## src/rtl/dram_sr_pkg.sv

```systemverilog
package dram_sr_pkg;

  typedef enum logic [2:0] {
    ST_IDLE   = 3'd0,
    ST_ODTOFF = 3'd1,
    ST_ENTER  = 3'd2,
    ST_RESIDE = 3'd3,
    ST_EXITW  = 3'd4,
    ST_REFCMD = 3'd5,
    ST_REFW   = 3'd6
  } sr_state_e;

  // {cs_n, ras_n, cas_n, we_n}
  localparam logic [3:0] CMD_NOP = 4'b0111;
  localparam logic [3:0] CMD_DES = 4'b1111;
  localparam logic [3:0] CMD_REF = 4'b0001;

  typedef struct packed {
    logic       ready;
    logic       cke;
    logic       odt;
    logic [3:0] cmd;
  } pin_vec_t;

  localparam pin_vec_t PINS_RESET = '{ready: 1'b1, cke: 1'b1, odt: 1'b0, cmd: CMD_NOP};

endpackage

```

## src/rtl/sr_interval_timer.sv

```systemverilog
module sr_interval_timer #(
  parameter int W = 4
) (
  input  logic         clk,
  input  logic         rst,
  input  logic         load,
  input  logic [W-1:0] load_val,
  output logic         expired
);

  logic [W-1:0] remain_q;

  always_ff @(posedge clk) begin
    if (rst)                remain_q <= '0;
    else if (load)          remain_q <= load_val;
    else if (remain_q != 0) remain_q <= remain_q - 1'b1;
  end

  assign expired = (remain_q == '0);

endmodule

```

## src/rtl/sr_pin_reg.sv

```systemverilog
module sr_pin_reg
  import dram_sr_pkg::*;
(
  input  logic      clk,
  input  logic      rst,
  input  sr_state_e state_d,
  input  logic      odt_req,
  output pin_vec_t  pins_q
);

  pin_vec_t pins_d;

  always_comb begin
    pins_d = '{ready: 1'b0, cke: 1'b1, odt: 1'b0, cmd: CMD_NOP};
    case (state_d)
      ST_IDLE: begin
        pins_d.ready = 1'b1;
        pins_d.odt   = odt_req;
      end
      ST_ENTER: begin
        pins_d.cke = 1'b0;
        pins_d.cmd = CMD_REF;
      end
      ST_RESIDE: begin
        pins_d.cke = 1'b0;
        pins_d.cmd = CMD_DES;
      end
      ST_REFCMD: pins_d.cmd = CMD_REF;
      default:   pins_d.cmd = CMD_NOP;
    endcase
  end

  always_ff @(posedge clk) begin
    if (rst) pins_q <= PINS_RESET;
    else     pins_q <= pins_d;
  end

endmodule

```

## src/rtl/dram_selfref_seq.sv

```systemverilog
module dram_selfref_seq
  import dram_sr_pkg::*;
#(
  parameter int T_CKE  = 5,
  parameter int T_XSNR = 4,
  parameter int T_XSRD = 7,
  parameter int T_RFC  = 3
) (
  input  logic clk,
  input  logic rst,
  input  logic enter_req,
  input  logic exit_req,
  input  logic clk_stable,
  input  logic odt_req,
  output logic cs_n,
  output logic ras_n,
  output logic cas_n,
  output logic we_n,
  output logic cke,
  output logic odt,
  output logic ready
);

  localparam int M1   = (T_CKE > T_XSNR) ? T_CKE : T_XSNR;
  localparam int M2   = (T_XSRD > T_RFC) ? T_XSRD : T_RFC;
  localparam int TMAX = (M1 > M2) ? M1 : M2;
  localparam int CW   = $clog2(TMAX + 1);
  localparam int NTMR = 2;  // 0: shared interval timer, 1: exit settling timer

  sr_state_e state_q, state_d;
  logic      ref_owed_q;
  logic [NTMR-1:0]   tmr_load, tmr_done;
  logic [CW-1:0]     tmr_val [NTMR];
  pin_vec_t          pins_q;

  // next-state logic
  always_comb begin
    state_d = state_q;
    case (state_q)
      ST_IDLE:   if (enter_req) state_d = ref_owed_q ? ST_REFCMD : ST_ODTOFF;
      ST_ODTOFF: state_d = ST_ENTER;
      ST_ENTER:  state_d = ST_RESIDE;
      ST_RESIDE: if (tmr_done[0] && exit_req && clk_stable) state_d = ST_EXITW;
      ST_EXITW: begin
        if (tmr_done[0] && enter_req)        state_d = ST_REFCMD;
        else if (tmr_done[0] && tmr_done[1]) state_d = ST_IDLE;
      end
      ST_REFCMD: state_d = ST_REFW;
      ST_REFW:   if (tmr_done[0]) state_d = ST_ENTER;
      default:   state_d = ST_IDLE;
    endcase
  end

  // timer loads on state entry
  always_comb begin
    tmr_load   = '0;
    tmr_val[0] = '0;
    tmr_val[1] = CW'(T_XSRD - 1);
    if (state_d != state_q) begin
      case (state_d)
        ST_ENTER: begin
          tmr_load[0] = 1'b1;
          tmr_val[0]  = CW'(T_CKE - 1);
        end
        ST_EXITW: begin
          tmr_load    = '1;
          tmr_val[0]  = CW'(T_XSNR - 1);
        end
        ST_REFCMD: begin
          tmr_load[0] = 1'b1;
          tmr_val[0]  = CW'(T_RFC - 1);
        end
        default: tmr_load = '0;
      endcase
    end
  end

  generate
    for (genvar g = 0; g < NTMR; g++) begin : g_tmr
      sr_interval_timer #(.W(CW)) u_tmr (
        .clk     (clk),
        .rst     (rst),
        .load    (tmr_load[g]),
        .load_val(tmr_val[g]),
        .expired (tmr_done[g])
      );
    end
  endgenerate

  always_ff @(posedge clk) begin
    if (rst) begin
      state_q    <= ST_IDLE;
      ref_owed_q <= 1'b0;
    end else begin
      state_q <= state_d;
      if (state_q == ST_RESIDE && state_d == ST_EXITW) ref_owed_q <= 1'b1;
      else if (state_d == ST_REFCMD)                    ref_owed_q <= 1'b0;
    end
  end

  sr_pin_reg u_pins (
    .clk    (clk),
    .rst    (rst),
    .state_d(state_d),
    .odt_req(odt_req),
    .pins_q (pins_q)
  );

  assign {cs_n, ras_n, cas_n, we_n} = pins_q.cmd;
  assign cke   = pins_q.cke;
  assign odt   = pins_q.odt;
  assign ready = pins_q.ready;

endmodule

```

## config.mk

```make
export PLATFORM = sky130hd
export DESIGN_NAME = dram_selfref_seq
export DESIGN_NICKNAME = d
export VERILOG_FILES = /design/src/rtl/dram_sr_pkg.sv /design/src/rtl/sr_interval_timer.sv /design/src/rtl/sr_pin_reg.sv /design/src/rtl/dram_selfref_seq.sv
export SDC_FILE = /design/constraint.sdc
export NUM_CORES = 1
export LEC_CHECK = 0
export ABC_AREA = 1
export BUFFER_PORTS_ARGS = -buffer_cell sky130_fd_sc_hd__buf_4
export CAP_MARGIN = 40
export CORE_UTILIZATION = 40
export DETAILED_ROUTE_END_ITERATION = 10
export PLACE_DENSITY = 0.59
export RECOVER_POWER = 25
export SLEW_MARGIN = 15
export SYNTH_ARGS = -nofsm -noshare
export SYNTH_HDL_FRONTEND = slang
export SYNTH_SLANG_ARGS = --single-unit
```

## constraint.sdc

```tcl
create_clock -name clk -period 2.03 [get_ports clk]
set_input_delay 0.3045 -clock clk [delete_from_list [all_inputs] [get_ports clk]]
set_output_delay 0.3045 -clock clk [all_outputs]
set_load 0.005 [all_outputs]
```

==> results of run 1 <==
==> flip-flops by register name (all words and copies together) (netlist names) <==
name / count
g_tmr.u_tmr.remain_q: 6
ref_owed_q: 1
state_q: 3
u_pins.pins_q: 5
==> logic make-up after synthesis <==
group	synth area share, %
buffers and inverters	10.4
XOR/XNOR	1.10
AND/OR/NAND/NOR	41.4
AO/OA/AOI/OAI	5.67
other	0.472
adder cells (fa/ha/maj)	3.15
flip-flops	37.8
==> tightest hold or removal path: stages <==
cell	delay, ns
buf_4	0.07
inv_1	0.03
nor2_1	0.08
==> per-layer routing <==
layer | up-vias | share of wire (%)
met5 | - | 0
met3 | 2 | 6.0
met4 | 0 | 0.96
met1 | 301 | 47
met2 | 21 | 46
li1 | 374 | -
==> final cells by class <==
| class | instances | area [um2] |
|---|---|---|
| inverter | 17 | 63.8 |
| fill | 197 | 886 |
| multi-input combinational | 79 | 412 |
| sequential | 15 | 300 |
| timing repair buffer | 11 | 82.6 |
| tap | 25 | 31.3 |
| clock buffer | 4 | 26.3 |
==> final timing paths <==
path | from | to | slack (ns)
worst max-delay path | g_tmr[0].u_tmr.remain_q[0] | g_tmr[0].u_tmr.remain_q[0] | 0.29
worst min-delay path | odt_req | u_pins.pins_q[4] | 0.24
worst max register to register | g_tmr[0].u_tmr.remain_q[0] | g_tmr[0].u_tmr.remain_q[0] | 0.29
worst min register to register | ref_owed_q | ref_owed_q | 0.46
==> placed cells by master, fill, tap and decap left out <==
cell type / netlist / routed
nand2_4: 2 / 2
xor2_1: 1 / 1
nand2_1: 20 / 20
and3_2: 1 / 1
buf_4: 2 / 6
clkbuf_4: 0 / 8
conb_1: 1 / 1
nand4_1: 4 / 4
a31oi_1: 1 / 1
o21ai_0: 1 / 1
a21oi_1: 5 / 5
nor2_4: 1 / 1
clkbuf_1: 0 / 1
nand2_2: 9 / 9
nor3_1: 1 / 1
inv_1: 14 / 14
ha_1: 2 / 2
nor2_1: 18 / 18
nor2_2: 3 / 3
nand3_1: 8 / 8
inv_2: 3 / 3
a21oi_2: 1 / 1
dfxtp_1: 15 / 15
==> power breakdown <==
group          internal, mW  switching, mW
Sequential            0.351         0.0316
Clock                0.0762         0.0897
Combinational         0.190          0.287
Total                 0.617          0.408
==> through the flow <==
step	util, %	power [mW]	hold WS (ns)	cells	worst slack [ns]
3_3_place_gp	49.4	0.873	0.445	147	0.319
5_1_grt	50.8	1.12	0.260	151	0.158
2_1_floorplan	-	0.771	0.417	114	0.478
4_1_cts	50.8	1.04	0.236	151	0.286
6_report	50.8	1.03	0.240	151	0.293
3_5_place_dp	49.4	0.868	0.450	147	0.304
==> key figures, run 1 <==
Run status
  – Status: finished clean

Clocking
  – H-Tree Depth: 1
  – Skew-Pair Late Insertion Delay: 0.28 ns
  – CTS resizes: 0
  – Clock Sinks: 15
  – Post-CTS Hold Buffers: 0
  – Root Driver: clkbuf_4
  – CTS clock-pin slew for the worst setup and hold paths: 0.09 ns
  – Postcts setup bufs: 0
  – Total CTS buffers: 3
  – CTS Buffer Depth: 2
  – CTS tree: done

Setup path
  – Crit path DAT: 1.92 ns
  – Critical path launch point type: flop
  – WP data required: 2.22 ns
  – Worst r2r path cells: 14
  – Crit. End Element: flop
  – Number of cells on the critical path: 14
  – CP Class: flop to flop
  – Crit-path max FO: 7
  – CP max stage delay: 0.32 ns
  – CP delay by family, top: simple AND/OR/NAND/NOR gates
  – WP buf/inv: 2
  – Worst path slowest cell: dfxtp_1
  – Critical Path Most Common Cell: nand2_2
  – CP Cell Sequence: inv_1, ha_1, nand2_4, nor2_2, nand2_2, nand2_2, nor2_2, nand2_2, inv_2, nand2_4, nand3_1, nand2_1, nor2_1, nor2_1

Place
  – Placed Area: 890 um2
  – Post-DP HPWL: 1.05 mm
  – GP Congestion: 0.861
  – Number of buffers inserted by port buffering: 11

Power and ir drop
  – Static leakage: 0.450 nW
  – PD cells: 1120 mW/mm2
  – Max IR drop VDD: 577 uV

Synthesis
  – Dominant synthesized flop cell: dfxtp_1
  – Sequential share of the synthesized area: 37.8%
  – Cell with the most instances after synthesis: nand2_1
  – Ys Warns: 0
  – Top cells by count, synth: nand2_1, nor2_1, dfxtp_1, inv_1, nand2_2
  – Number of synthesized register bits: 15
  – Synth area leader: dfxtp_1
  – Synth top area share: 37.8%
  – Ranking of synthesized cells by area: dfxtp_1, nand2_1, nor2_1, nand2_2, inv_1
  – Syn nets: 122
  – Syn Area/Cell: 6.97 um2
  – Netlist Area Pre-Place: 795 um2
  – Ys async rst share: 0%
  – Gate count of the mapped netlist: 114
  – Post-synth EDFFs: 0
  – Yosys cell types: 22

Floorplan
  – Chip Height: 46.6 um
  – DIE AREA: 0.00217 mm2
  – Initial Util: 44.1%
  – Die width: 46.6 um
  – Num rows: 15
  – Ports: 13
  – Total core area: 0.00180 mm2

Timing
  – RSZ-0062 raised after global routing: no
  – Crit path time final: 1.74 ns
  – Max Clock Freq: 576 MHz
  – Final period util: 85.5%
  – Max Slew Vio Count: 0
  – Hold Violations, Final: 0
  – Skew final: 0.00796 ns
  – Setup TNS: 0 ns
  – Final setup fails: 0

Min path
  – WHS Path Cells: 3
  – Hold Crit Class: primary input to flop

Run
  – Max Cap Viol: 0

Route
  – DR WL/cell: 9.00 um
  – DRT Wirelength: 1.36 mm
  – Initial DRC count: 22
  – Via/cell ratio: 4.62
  – DR DRC count: 0
  – Routed vias: 698
  – TritonRoute pass-1 iters: 4
  – Post-route ant nets: 0

Final layout
  – Area growth, synth to finish: 15.3%
  – Antenna cells: 0
  – Final Net Count: 135
  – Share of post-route cells with drive strength above 1: 27.0%
  – Post-route design area: 916 um2

Global route
  – GR Layer Usage met1: 19.6%
  – Met3 usage: 5.88%
  – First-pass GRT wire length: 2.37 mm
  – GR Util met2: 24.4%
  – Total grt overflow: 0
  – Vias in the first global route: 595
  – GRT Resource Usage Total: 15.4%
  – GRT Max-Usage Layer: met2
  – Largest net degree at the start of global routing: 11
  – Initial antenna violation count: 0
No activity file was read; power rests on OpenSTA's default activity.
==> inputs of run 2 (changes only) <==
CTS_BUF_LIST = sky130_fd_sc_hd__clkbuf_2 sky130_fd_sc_hd__clkbuf_4 sky130_fd_sc_hd__clkbuf_8   (was unset)
==> key figures, run 2 (synthesis gave the netlist of run 1 again) <==
Run status
  – Status: finished clean

Timing
  – Final period util: 85.4%
  – Max Clock Freq: 577 MHz
  – Crit path time final: 1.73 ns
  – Final setup fails: 0
  – Setup TNS: 0 ns
  – Skew final: 0.00704 ns
  – Max Slew Vio Count: 0
  – RSZ-0062 raised after global routing: no
  – Hold Violations, Final: 0

Floorplan
  – Initial Util: 44.1%
  – Chip Height: 46.6 um
  – Total core area: 0.00180 mm2
  – Ports: 13
  – Die width: 46.6 um
  – DIE AREA: 0.00217 mm2
  – Num rows: 15

Setup path
  – Worst path slowest cell: dfxtp_1
  – WP buf/inv: 2
  – CP max stage delay: 0.32 ns
  – CP Cell Sequence: inv_1, ha_1, nand2_4, nor2_2, nand2_2, nand2_2, nor2_2, nand2_2, inv_2, nand2_4, nand3_1, nand2_1, nor2_1, nor2_1
  – CP Class: flop to flop
  – Crit. End Element: flop
  – CP delay by family, top: simple AND/OR/NAND/NOR gates
  – Crit path DAT: 1.92 ns
  – Crit-path max FO: 7
  – WP data required: 2.22 ns
  – Critical Path Most Common Cell: nand2_2
  – Critical path launch point type: flop

Run
  – Max Cap Viol: 0

Global route
  – First-pass GRT wire length: 2.39 mm
  – Vias in the first global route: 598
  – Total grt overflow: 0
  – GRT Resource Usage Total: 15.7%
  – Largest net degree at the start of global routing: 11
  – Initial antenna violation count: 0

Clocking
  – CTS tree: done
  – Skew-Pair Late Insertion Delay: 0.28 ns
  – CTS resizes: 0
  – CTS clock-pin slew for the worst setup and hold paths: 0.09 ns
  – Clock Sinks: 15
  – Post-CTS Hold Buffers: 0
  – CTS Buffer Depth: 2
  – Root Driver: clkbuf_4
  – Postcts setup bufs: 0
  – H-Tree Depth: 1
  – Total CTS buffers: 3

Route
  – DRT Wirelength: 1.37 mm
  – Routed vias: 687
  – Via/cell ratio: 4.55
  – Post-route ant nets: 0
  – DR DRC count: 0
  – Initial DRC count: 21
  – DR WL/cell: 9.05 um
  – TritonRoute pass-1 iters: 4

Place
  – GP Congestion: 0.861
  – Number of buffers inserted by port buffering: 11
  – Placed Area: 890 um2
  – Post-DP HPWL: 1.05 mm

Final layout
  – Area growth, synth to finish: 15.7%
  – Antenna cells: 0
  – Filler cell count: 197
  – Max reg flops: 6
  – Sequential cell area: 300 um2
  – Post-route design area: 920 um2
  – Commonest non-fill, non-tap cell in the layout: nand2_1
  – Final Net Count: 135
  – Biggest regs: g_tmr.u_tmr.remain_q (6), u_pins.pins_q (5), state_q (3)
  – Most frequent cells in the layout: nand2_1, nor2_1, dfxtp_1
  – Area of the multi-input gates: 412 um2
  – Biggest register: g_tmr.u_tmr.remain_q
  – Share of post-route cells with drive strength above 1: 27.8%

Power and ir drop
  – Static leakage: 0.454 nW
  – PD cells: 1130 mW/mm2
  – Max IR drop VDD: 533 uV

Min path
  – Hold Crit Class: primary input to flop
## run 2: cell counts in the layout (fill, tap and decap cells not counted)
No cell type changed its count.
## run 2: area by class of cell
| cell class | count | area share (%) |
|---|---|---|
| Inverter | 17 | 6.94 |
| Tap cell | 25 | 3.40 |
| Timing Repair Buffer | 11 | 8.98 |
| Clock buffer | 4 | 3.27 |
| Sequential cell | 15 | 32.7 |
| Multi-Input combinational cell | 79 | 44.8 |
## run 2: stage by stage
| stage | total power [mW] | utilization, % | hold slack (ns) | instances | setup WS, ns |
|---|---|---|---|---|---|
| after floorplan | 0.771 | - | 0.417 | 114 | 0.478 |
| after global placement | 0.873 | 49.4 | 0.445 | 147 | 0.319 |
| after detailed placement | 0.868 | 49.4 | 0.450 | 147 | 0.304 |
| after CTS | 1.05 | 51.0 | 0.232 | 151 | 0.286 |
| after global routing | 1.14 | 51.0 | 0.257 | 151 | 0.158 |
| final | 1.04 | 51.0 | 0.240 | 151 | 0.297 |
## run 2: worst paths after layout
path / to / from / slack (ns) / cells after the start
min reg2reg: ref_owed_q / ref_owed_q / 0.46 / 2
min: u_pins.pins_q[4] / odt_req / 0.24 / 3
max reg2reg: g_tmr[0].u_tmr.remain_q[0] / g_tmr[0].u_tmr.remain_q[0] / 0.30 / 14
max: g_tmr[0].u_tmr.remain_q[0] / g_tmr[0].u_tmr.remain_q[0] / 0.30 / 14
## run 2: power by group
part,leakage (nW),internal (mW),switching [mW]
Combinational,0.312,0.190,0.287
Sequential,0.123,0.351,0.0312
Clock,0.0184,0.0896,0.0889
## run 2: tightest hold or removal path: cells and delay by family
kind	cells	cell delay, ns
buffers and inverters	2	0.10
and+or+nand+nor	1	0.08
## run 2: layer usage
metal | vias to the layer above | part of all wire, % | track usage [%]
met5 | - | 0 | 0
met4 | 0 | 0.88 | 5.29
met3 | 2 | 5.5 | 5.88
met2 | 18 | 46 | 24.4
met1 | 295 | 48 | 19.6
li1 | 372 | - | -
==> inputs of run 3 (changes only) <==
ABC_AREA = unset   (was 1)
clock period = 2.1 ns   (was 2.03 ns; I/O delays follow)
==> key figures, run 3 <==
Global route
  – Vias in the first global route: 590
  – GRT Max-Usage Layer: met2
  – Initial antenna violation count: 0
  – Met3 usage: 6.27%
  – Total grt overflow: 0
  – First-pass GRT wire length: 2.59 mm
  – GR Layer Usage met1: 21.2%
  – Largest net degree at the start of global routing: 13
  – GR Util met2: 29.0%
  – GRT Resource Usage Total: 17.6%

Final layout
  – Fin cells: 123
  – Biggest register: g_tmr.u_tmr.remain_q
  – Post-route design area: 895 um2
  – Most frequent cells in the layout: dfxtp_1, clkbuf_4, nor2_1, buf_4
  – Share of post-route cells with drive strength above 1: 25.5%
  – Final Net Count: 107
  – Final Util: 50.2%
  – Filler cell count: 185
  – Area growth, synth to finish: 15.0%
  – Max reg flops: 6
  – Biggest regs: g_tmr.u_tmr.remain_q (6), u_pins.pins_q (5), state_q (3)
  – Commonest non-fill, non-tap cell in the layout: dfxtp_1
  – Antenna cells: 0

Setup path
  – CP Cell Sequence: inv_1, ha_1, and2b_1, a311oi_4, a211oi_1, and3b_1
  – CP max stage delay: 0.46 ns
  – CP Class: flop to flop
  – Crit-path max FO: 6
  – Crit. End Element: flop
  – CP delay by family, top: compound AO/OA/AOI/OAI gates
  – Worst path slowest cell: a211oi_1
  – Critical path launch point type: flop
  – Crit path DAT: 2.00 ns
  – WP data required: 2.33 ns
  – WP buf/inv: 1

Clocking
  – Root Driver: clkbuf_4
  – Skew-Pair Late Insertion Delay: 0.28 ns
  – H-Tree Depth: 1
  – CTS tree: done
  – CTS clock-pin slew for the worst setup and hold paths: 0.08 ns
  – Postcts setup bufs: 0
  – CTS resizes: 0
  – Post-CTS Hold Buffers: 0
  – CTS Buffer Depth: 2
  – Total CTS buffers: 3
  – Clock Sinks: 15

Place
  – GP Congestion: 0.835
  – Placed cells: 119
  – Post-DP HPWL: 1.16 mm
  – Number of buffers inserted by port buffering: 11
  – Placed Area: 865 um2

Synthesis
  – Yosys cell types: 39
  – Synth top area share: 38.6%
  – Cell with the most instances after synthesis: dfxtp_1
  – Post-synth EDFFs: 0
  – Gate count of the mapped netlist: 87
  – Ranking of synthesized cells by area: dfxtp_1, a21oi_1, a311oi_4, nor2_1, ha_1
  – Top cells by count, synth: dfxtp_1, nor2_1, a21oi_1, inv_1, nand2_1
  – Synth area leader: dfxtp_1
  – Dominant synthesized flop cell: dfxtp_1
  – Netlist Area Pre-Place: 778 um2
  – Number of synthesized register bits: 15
  – Sequential share of the synthesized area: 38.6%
  – Ys Warns: 0
  – Syn nets: 95
  – Syn Area/Cell: 8.95 um2
  – Ys async rst share: 0%

Run status
  – Status: finished clean

Floorplan
  – Total core area: 0.00178 mm2
  – DIE AREA: 0.00213 mm2
  – Ports: 13
  – Initial Util: 43.6%
  – Chip Height: 46.1 um
  – Die width: 46.1 um
  – Num rows: 15

Route
  – Via/cell ratio: 5.24
  – DR WL/cell: 12.7 um
  – DR DRC count: 0
  – Post-route ant nets: 0
  – Initial DRC count: 8
  – Routed vias: 645
  – TritonRoute pass-1 iters: 4
  – DRT Wirelength: 1.56 mm

Timing
  – Final setup fails: 0
  – Skew final: 0.00202 ns
  – Hold Violations, Final: 0
  – Setup TNS: 0 ns
  – Max Clock Freq: 566 MHz
  – Final period util: 84.2%
  – RSZ-0062 raised after global routing: no
  – Max Slew Vio Count: 0
  – Crit path time final: 1.77 ns

Power and ir drop
  – Static leakage: 0.352 nW
  – Max IR drop VDD: 447 uV
  – PD cells: 948 mW/mm2

Run
  – Max Cap Viol: 0

Min path
  – Hold Crit Class: primary input to flop
==> run 3: cell types whose count changed after synthesis, moves of 8 or more <==
cell     delta
nand2_1    -14
nand3_1     -8
nor2_1     -11
inv_1       -8
nand2_2     -9
==> run 3: cell type report <==
class                      instances  area, um2  share of cell area, %
clock buffer                       4       30.0                   3.36
inverter                           6       22.5                   2.52
multi-input combinational         61        420                   47.0
sequential                        15        300                   33.6
tap                               25       31.3                   3.50
timing repair buffer              12       90.1                   10.1
==> run 3: cells by family after synthesis <==
group                    Yosys count  synth area share [%]
AO/OA/AOI/OAI                     22                  21.4
adder cells (fa/ha/maj)            2                  3.21
buffers and inverters             11                  7.39
AND/OR/NAND/NOR                   35                  27.7
other                              1                 0.482
multiplexers                       1                  1.29
flip-flops                        15                  38.6
==> run 3: layer usage <==
metal	vias up	share of wire (%)
li1	328	-
met1	292	47
met2	23	46
met3	2	6.1
met4	0	0.39
met5	-	0
==> run 3: stage by stage <==
step / power [mW] / setup WS (ns) / hold WS (ns)
CTS: 0.862 / 0.331 / 0.252
global placement: 0.681 / 0.377 / 0.456
finish: 0.848 / 0.332 / 0.262
global route: 0.924 / 0.199 / 0.243
floorplan: 0.619 / 0.482 / 0.412
detailed placement: 0.680 / 0.359 / 0.468
==> run 3: power by group <==
group / switching, mW / leakage (nW) / internal [mW] / total, mW
Combinational: 0.170 / 0.211 / 0.148 / 0.319
Clock: 0.0890 / 0.0184 / 0.0867 / 0.176
Sequential: 0.0315 / 0.123 / 0.322 / 0.353
Total: 0.291 / 0.352 / 0.557 / 0.848
==> run 3: path summary, 6_finish.rpt <==
check | startpoint | endpoint | slack (ns) | depth (start not counted)
hold / removal | odt_req | u_pins.pins_q[4] | 0.26 | 2
hold reg to reg | g_tmr[1].u_tmr.remain_q[0] | g_tmr[1].u_tmr.remain_q[0] | 0.48 | 1
setup reg to reg | g_tmr[0].u_tmr.remain_q[0] | u_pins.pins_q[3] | 0.33 | 6
setup / recovery | g_tmr[0].u_tmr.remain_q[0] | u_pins.pins_q[3] | 0.33 | 6
